--- config.mk ---
export PLATFORM = sky130hd
export DESIGN_NAME = rfe_rect_fill
export DESIGN_NICKNAME = d
export VERILOG_FILES = /design/src/rtl/rfe_pkg.sv /design/src/rtl/rfe_logic_unit.sv /design/src/rtl/rfe_walker.sv /design/src/rtl/rfe_rect_fill.sv
export SDC_FILE = /design/constraint.sdc
export NUM_CORES = 1
export LEC_CHECK = 0
export CAP_MARGIN = 10
export CORE_MARGIN = 2
export CORE_UTILIZATION = 45
export CTS_CLUSTER_DIAMETER = 100
export DETAILED_ROUTE_END_ITERATION = 8
export GPL_TIMING_DRIVEN = 0
export PLACE_DENSITY = 0.75
export REMOVE_ABC_BUFFERS = 1
export SYNTH_ARGS = -nofsm -noshare
export SYNTH_HDL_FRONTEND = slang
export SYNTH_SLANG_ARGS = --single-unit
--- constraint.sdc ---
create_clock -name clk -period 7.7 [get_ports clk]
set_input_delay 0.77 -clock clk [delete_from_list [all_inputs] [get_ports clk]]
set_output_delay 0.77 -clock clk [all_outputs]
set_load 0.05 [all_outputs]
--- src/rtl/rfe_pkg.sv ---
package rfe_pkg;

  typedef enum logic [1:0] {
    ST_IDLE  = 2'd0,
    ST_READ  = 2'd1,
    ST_WRITE = 2'd2,
    ST_FIN   = 2'd3
  } fill_state_e;

  localparam int unsigned NUM_CODES = 16;
  localparam logic [3:0] CODE_KEEP_DST = 4'h5;

  // A code ignores the destination when both source halves of its
  // truth table are constant with respect to the destination bit.
  function automatic logic code_reads_dst(input logic [3:0] code);
    return (code[0] != code[1]) || (code[2] != code[3]);
  endfunction

  function automatic logic [2:0] size_to_bytes(input logic [1:0] sel);
    logic [2:0] nb;
    case (sel)
      2'd0:    nb = 3'd1;
      2'd1:    nb = 3'd2;
      default: nb = 3'd4;
    endcase
    return nb;
  endfunction

endpackage

--- src/rtl/rfe_logic_unit.sv ---
module rfe_logic_unit #(
  parameter int DATA_W = 32
) (
  input  logic [3:0]        code,
  input  logic [DATA_W-1:0] src,
  input  logic [DATA_W-1:0] dst,
  output logic [DATA_W-1:0] res
);

  // Each bit indexes the 4-entry truth table held in the code.
  for (genvar gi = 0; gi < DATA_W; gi++) begin : g_bit
    logic [1:0] sel;
    assign sel     = {~src[gi], ~dst[gi]};
    assign res[gi] = code[sel];
  end

endmodule

--- src/rtl/rfe_walker.sv ---
module rfe_walker #(
  parameter int ADDR_W  = 16,
  parameter int COORD_W = 8
) (
  input  logic               clk,
  input  logic               rst_n,
  input  logic               load,
  input  logic               step,
  input  logic [ADDR_W-1:0]  base,
  input  logic [ADDR_W-1:0]  pitch,
  input  logic [COORD_W-1:0] x,
  input  logic [COORD_W-1:0] y,
  input  logic [COORD_W-1:0] w,
  input  logic [COORD_W-1:0] h,
  input  logic [2:0]         nbytes,
  output logic [ADDR_W-1:0]  addr,
  output logic               last
);

  localparam logic [COORD_W-1:0] ONE = COORD_W'(1);

  logic [COORD_W-1:0] col_q, row_q, w_q, h_q;
  logic [ADDR_W-1:0]  pitch_q, addr_q, row_addr_q;
  logic [2:0]         nbytes_q;
  logic [ADDR_W-1:0]  start_addr;
  logic               row_end;

  assign start_addr = base + ADDR_W'(y) * pitch + ADDR_W'(x) * ADDR_W'(nbytes);
  assign row_end    = (col_q == w_q - ONE);
  assign last       = row_end && (row_q == h_q - ONE);
  assign addr       = addr_q;

  always_ff @(posedge clk) begin
    if (!rst_n) begin
      col_q      <= '0;
      row_q      <= '0;
      w_q        <= '0;
      h_q        <= '0;
      pitch_q    <= '0;
      nbytes_q   <= 3'd1;
      addr_q     <= '0;
      row_addr_q <= '0;
    end else if (load) begin
      col_q      <= '0;
      row_q      <= '0;
      w_q        <= w;
      h_q        <= h;
      pitch_q    <= pitch;
      nbytes_q   <= nbytes;
      addr_q     <= start_addr;
      row_addr_q <= start_addr;
    end else if (step) begin
      if (row_end) begin
        col_q      <= '0;
        row_q      <= row_q + ONE;
        row_addr_q <= row_addr_q + pitch_q;
        addr_q     <= row_addr_q + pitch_q;
      end else begin
        col_q  <= col_q + ONE;
        addr_q <= addr_q + ADDR_W'(nbytes_q);
      end
    end
  end

  // the walk never leaves the rectangle.
  p_inside_rect_r4: assert property (@(posedge clk) disable iff (!rst_n)
    step |-> (col_q < w_q) && (row_q < h_q));

  // inside a row, consecutive pixels are one pixel size apart.
  p_row_stride_r3: assert property (@(posedge clk) disable iff (!rst_n)
    (step && !row_end && !load) |=> (addr_q == $past(addr_q) + ADDR_W'($past(nbytes_q))));

  // a new row starts one pitch below the previous row start.
  p_line_stride_r3: assert property (@(posedge clk) disable iff (!rst_n)
    (step && row_end && !load) |=> (addr_q == $past(row_addr_q) + $past(pitch_q)));

endmodule

--- src/rtl/rfe_rect_fill.sv ---
module rfe_rect_fill #(
  parameter int DATA_W  = 32,
  parameter int ADDR_W  = 16,
  parameter int COORD_W = 8,
  parameter int OP_W    = 5
) (
  input  logic               clk,
  input  logic               rst_n,
  input  logic               cmd_valid,
  output logic               cmd_ready,
  input  logic [DATA_W-1:0]  cmd_color,
  input  logic [COORD_W-1:0] cmd_x,
  input  logic [COORD_W-1:0] cmd_y,
  input  logic [COORD_W-1:0] cmd_w,
  input  logic [COORD_W-1:0] cmd_h,
  input  logic [OP_W-1:0]    cmd_rop,
  input  logic [ADDR_W-1:0]  cfg_base,
  input  logic [ADDR_W-1:0]  cfg_pitch,
  input  logic [1:0]         cfg_pix_size,
  output logic               mem_rd_en,
  output logic               mem_wr_en,
  output logic [ADDR_W-1:0]  mem_addr,
  output logic [DATA_W-1:0]  mem_wdata,
  input  logic [DATA_W-1:0]  mem_rdata,
  output logic               busy,
  output logic               done,
  output logic               err
);
  import rfe_pkg::*;

  localparam logic [OP_W-1:0] FIRST_BAD = OP_W'(NUM_CODES);

  fill_state_e       state_q, state_d;
  logic [3:0]        code_q;
  logic [DATA_W-1:0] color_q;
  logic              need_dst_q;
  logic              err_q;

  logic accept, cmd_bad, cmd_empty, cmd_keep, fast_path, walk_last;

  assign cmd_ready = (state_q == ST_IDLE);
  assign accept    = cmd_valid && cmd_ready;
  assign cmd_bad   = (cmd_rop >= FIRST_BAD);
  assign cmd_empty = (cmd_w == '0) || (cmd_h == '0);
  assign cmd_keep  = (cmd_rop[3:0] == CODE_KEEP_DST);
  assign fast_path = cmd_bad || cmd_empty || cmd_keep;

  always_comb begin
    state_d = state_q;
    case (state_q)
      ST_IDLE: begin
        if (accept) begin
          if (fast_path)                        state_d = ST_FIN;
          else if (code_reads_dst(cmd_rop[3:0])) state_d = ST_READ;
          else                                  state_d = ST_WRITE;
        end
      end
      ST_READ:  state_d = ST_WRITE;
      ST_WRITE: begin
        if (walk_last)       state_d = ST_FIN;
        else if (need_dst_q) state_d = ST_READ;
        else                 state_d = ST_WRITE;
      end
      default:  state_d = ST_IDLE;
    endcase
  end

  always_ff @(posedge clk) begin
    if (!rst_n) begin
      state_q    <= ST_IDLE;
      code_q     <= '0;
      color_q    <= '0;
      need_dst_q <= 1'b0;
      err_q      <= 1'b0;
    end else begin
      state_q <= state_d;
      if (accept) begin
        code_q     <= cmd_rop[3:0];
        color_q    <= cmd_color;
        need_dst_q <= code_reads_dst(cmd_rop[3:0]);
        err_q      <= cmd_bad;
      end else if (state_q == ST_FIN) begin
        err_q <= 1'b0;
      end
    end
  end

  rfe_walker #(
    .ADDR_W  (ADDR_W),
    .COORD_W (COORD_W)
  ) u_walker (
    .clk    (clk),
    .rst_n  (rst_n),
    .load   (accept),
    .step   (state_q == ST_WRITE),
    .base   (cfg_base),
    .pitch  (cfg_pitch),
    .x      (cmd_x),
    .y      (cmd_y),
    .w      (cmd_w),
    .h      (cmd_h),
    .nbytes (size_to_bytes(cfg_pix_size)),
    .addr   (mem_addr),
    .last   (walk_last)
  );

  rfe_logic_unit #(
    .DATA_W (DATA_W)
  ) u_logic (
    .code (code_q),
    .src  (color_q),
    .dst  (mem_rdata),
    .res  (mem_wdata)
  );

  assign mem_rd_en = (state_q == ST_READ);
  assign mem_wr_en = (state_q == ST_WRITE);
  assign busy      = (state_q != ST_IDLE);
  assign done      = (state_q == ST_FIN);
  assign err       = err_q;

  // rejected codes finish next cycle, flagged, with no memory traffic.
  p_reject_quiet_r5: assert property (@(posedge clk) disable iff (!rst_n)
    (accept && cmd_bad) |=> (done && err && !mem_rd_en && !mem_wr_en));

  // empty rectangles finish next cycle with no traffic.
  p_empty_quick_r6: assert property (@(posedge clk) disable iff (!rst_n)
    (accept && cmd_empty && !cmd_bad) |=> (done && !err && !mem_rd_en && !mem_wr_en));

  // the keep-destination code finishes next cycle with no traffic.
  p_keep_quick_r7: assert property (@(posedge clk) disable iff (!rst_n)
    (accept && cmd_keep && !cmd_bad) |=> (done && !mem_rd_en && !mem_wr_en));

  // every read is followed by the write of the same pixel.
  p_read_then_write_r9: assert property (@(posedge clk) disable iff (!rst_n)
    mem_rd_en |=> (mem_wr_en && !mem_rd_en && $stable(mem_addr)));

  // destination-independent codes never read.
  p_no_read_wo_r8: assert property (@(posedge clk) disable iff (!rst_n)
    (accept && !fast_path && !code_reads_dst(cmd_rop[3:0])) |=> (mem_wr_en && !mem_rd_en));

  // done is a single pulse and the engine is idle right after.
  p_done_pulse_r10: assert property (@(posedge clk) disable iff (!rst_n)
    done |=> (!done && !busy && cmd_ready));

  // the error flag only appears with done.
  p_err_with_done_r5: assert property (@(posedge clk) disable iff (!rst_n)
    err |-> done);

  // a started command holds the engine busy until it finishes.
  p_hold_busy_r1: assert property (@(posedge clk) disable iff (!rst_n)
    (busy && !done) |=> (busy && !cmd_ready));

endmodule

==> summary.md <==
| Metric | Value |
|---|---|
| Placed Cells | 1774 |
| Gate Count Post-Synth | 1329 |
| Setup TNS | 0 ps |
| CTS Sinks | 123 |
| Post-synthesis async set-or-reset flop share | 0 |
| Remaining DRCs | 0 |
| Post-CTS Resized | 0 |
| Top Ports | 192 |
| Vias per cell | 5.314 |
| Footprint of the multi-input gates | 0.007737 mm² |
| Simple-Gate Fraction of Synth Area | 0.1865 |
| RSZ-0062 raised after global routing | no |
| Initial cell density of the core | 0.4576 |
| CTS Buf Count | 17 |
| Clock transition at the registers of the reported paths | 50 ps |
| H-tree levels | 4 |
| Combinational family with the most area after synthesis | adder cells |
| Max Slew Vio Count | 0 |
| Yosys warns | 0 |
| Skew-Pair Late Insertion Delay | 420 ps |
| Clock Path Buffers | 2 |
| Adder-cell share of the synthesized area | 0.2517 |
| Worst path required time | 8010 ps |
| Final #Nets | 1772 |
| Clock root buffer master | clkbuf_16 |
| Mapped Area | 0.01110 mm² |
| Synth Register Bits | 123 |
| Post-CTS Setup Inserts | 0 |
| Initial antenna violation count | 0 |
| Hold_buf cts | 0 |
| Die Ht | 161.0 µm |
| CP max FO | 11 |
| Worst Hold Class | flop to flop |
| Outcome | complete, no violations |
| Final hold vios | 0 |
| Max Clock Freq | 0.1559 GHz |
| DIE AREA | 0.02593 mm² |
| TritonCTS clock tree | yes |
| Row count | 57 |
| Final min period | 6416 ps |
| XOR/XNOR Fraction of Synth Area | 0.06394 |
| Sequential fraction of the synthesis area | 0.2219 |
| Synth-to-layout area growth | 24.10% |
| Register area | 0.002462 mm² |
| Largest stage delay, worst path | 730 ps |
| Slew Limit Headroom | 0.2328 |
| Total Routed Length | 28370 µm |
| Pleak | 0.005856 µW |
| Mux cell area share after synthesis | 0.06879 |
| Maximum VDD drop | 0.1884 mV |
| Largest net degree at the start of global routing | 85 |
| CP max stage cell | nor2b_1 |
| Vias | 9591 |
| Grt ovf | 0 |
| Die X | 161.0 µm |
| Final setup fails | 0 |
| First-pass GRT wire length | 47040 µm |
| Sequence of cells on the critical path | clkdlybuf4s50_1 > nor2b_1 > nand2_1 > fa_1 > inv_1 > fa_1 > inv_1 > fa_1 > fa_1 > inv_1 > ha_1 > a211oi_1 > o21ai_0 > a41o_1 > a21o_1 > a31oi_1 > xnor2_1 > o21ai_0 > a22o_1 |
| Synth Area in Compound Gates | 0.1255 |
| Critical path endpoint category | flop |
| Layout cells sized above 1 | 0.05469 |
| Post-synth EDFFs | 0 |
| TritonRoute pass-1 iters | 6 |
| Tot GR Track Use | 0.2219 |
| Cell mode on critical path | fa_1 |
| Slew @ Worst Pin | 1149 ps |
| Final HPWL DP | 21030 µm |
| Crit path launch type | primary input |
| Final non-filler cell total | 1805 |
| Port Buf Inserts | 191 |
| Final Cycle Share | 0.8333 |
| Core Area | 0.02425 mm² |
| ANT nets after route | 0 |
| Number of global-route vias before repair | 9694 |
| Most used DFF post-synth | dfxtp_1 |
| Gpl congestion | 0.8679 |
| Critical Path AT | 6720 ps |
| Fillers | 2147 |
| Antenna Cells | 0 |
| Clock skew | 7.140 ps |
| Synth cell types | 64 |
| Power per cell area | 285.8 mW/mm² |
| Max cap viols | 0 |
| Syn Area/Cell | 8.349 µm² |
| Critical path class | primary input to flop |
| DR WL/cell | 15.72 µm |
| DRC marker count from the first detailed-route iteration | 725 |
worst paths after layout:
kind,start,endpoint,slack (ps),cells past startpoint
worst max-delay path,cfg_pix_size[1],u_walker.addr[15],1280,19
worst min-delay path,u_walker.pitch_q[10],u_walker.pitch_q[10],460,2
worst max register to register,u_walker.w_q[0],u_walker.col_q[0],4240,10
worst min register to register,u_walker.pitch_q[10],u_walker.pitch_q[10],460,2
registers in the layout (all words and copies together) (netlist names):
name,flops
u_walker.row_addr_q,16
state_q,2
err,1
u_walker.row_q,8
u_walker.nbytes_q,3
u_walker.pitch_q,16
need_dst_q,1
u_walker.addr,16
u_walker.h_q,8
u_walker.w_q,8
u_walker.col_q,8
color_q,32
code_q,4
cells in the mapped netlist (all sizes together), types with 7 or more instances:
master	n	share of area
xnor2	51	0.040
ha	68	0.077
nand4	11	0.0068
dfxtp	123	0.22
clkbuf	61	0.021
o21ai	28	0.013
o31ai	7	0.0047
nor4	8	0.0045
nand2b	7	0.0039
and2	53	0.030
a31oi	7	0.0039
mux4	32	0.065
a21oi	121	0.055
xor2	30	0.024
nand2	285	0.097
nor2	55	0.020
a21o	12	0.0081
inv	162	0.055
fa	97	0.18
buf	11	0.0058
nand3	17	0.0077
report_power, final:
part	internal, µW	total, µW	switching [µW]
clock	515	794	279
combinational	978	2310	1330
sequential	732	832	100
metal layers:
layer	share of wire	track usage	vias up
met3	0.042	0.03005	59
li1	-	-	4623
met1	0.44	0.2918	4643
met2	0.50	0.3808	266
met5	0	0	-
met4	0.023	0.06981	0
logic make-up (layout without fill, tap and decap cells):
logic type | count (synthesis) | count (layout)
XOR/XNOR | 81 | 81
flip-flops | 123 | 123
buffers and inverters | 235 | 387
adder cells (fa/ha/maj) | 165 | 165
AO/OA/AOI/OAI | 226 | 226
multiplexers | 36 | 36
AND/OR/NAND/NOR | 463 | 463
layout by cell type (no fill, tap or decap), drive strengths merged, types with 3 or more instances in the layout:
master and count:
mux4 32, o22ai 4, nand3 17, a21oi 121
clkbuf 24, a211oi 6, dfxtp 123, o21ai 28
and3 6, a21o 12, nand3b 4, a21boi 3
nor2b 4, nor3 4, o211ai 6, ha 68
nor4 8, clkdlybuf4s50 191, o31ai 7, nand4 11
and2 53, nand2 285, a221oi 3, a311oi 5
nor2 55, inv 162, a41oi 3, xor2 30
o21a 5, fa 97, nand2b 7, xnor2 51
clkinv 5, a31oi 7
metrics by stage:
stage / power, µW / setup WS, ps / util / hold WS, ps / area, µm²
finish: 3935 / 1284 / 0.5679 / 462.4 / 13770
CTS: 3961 / 1205 / 0.5679 / 462.4 / 13770
detailed placement: 3157 / 785.2 / 0.5436 / 455.1 / 13180
floorplan: 2517 / 2310 / - / 440.0 / 10800
global placement: 3094 / 702.3 / 0.5411 / 448.5 / 13120
global route: 4276 / 818.8 / 0.5679 / 481.2 / 13770
layout make-up:
type                            count  share of cell area
Multi-Input combinational cell    971              0.5619
Sequential cell                   123              0.1788
Timing Repair Buffer              193              0.1423
Inverter                          163             0.04471
Clock buffer                       24             0.03644
Tap cell                          324             0.02944
Clock inverter                      7            0.006361
critical path, delay by kind of cell:
family | cells | cell delay [ps]
compound gates | 7 | 1620
xor+xnor | 1 | 230
fa+ha+maj | 5 | 2390
buf+inv | 4 | 810
simple gates | 2 | 900
Note: power is estimated with default switching activity, not from simulation.
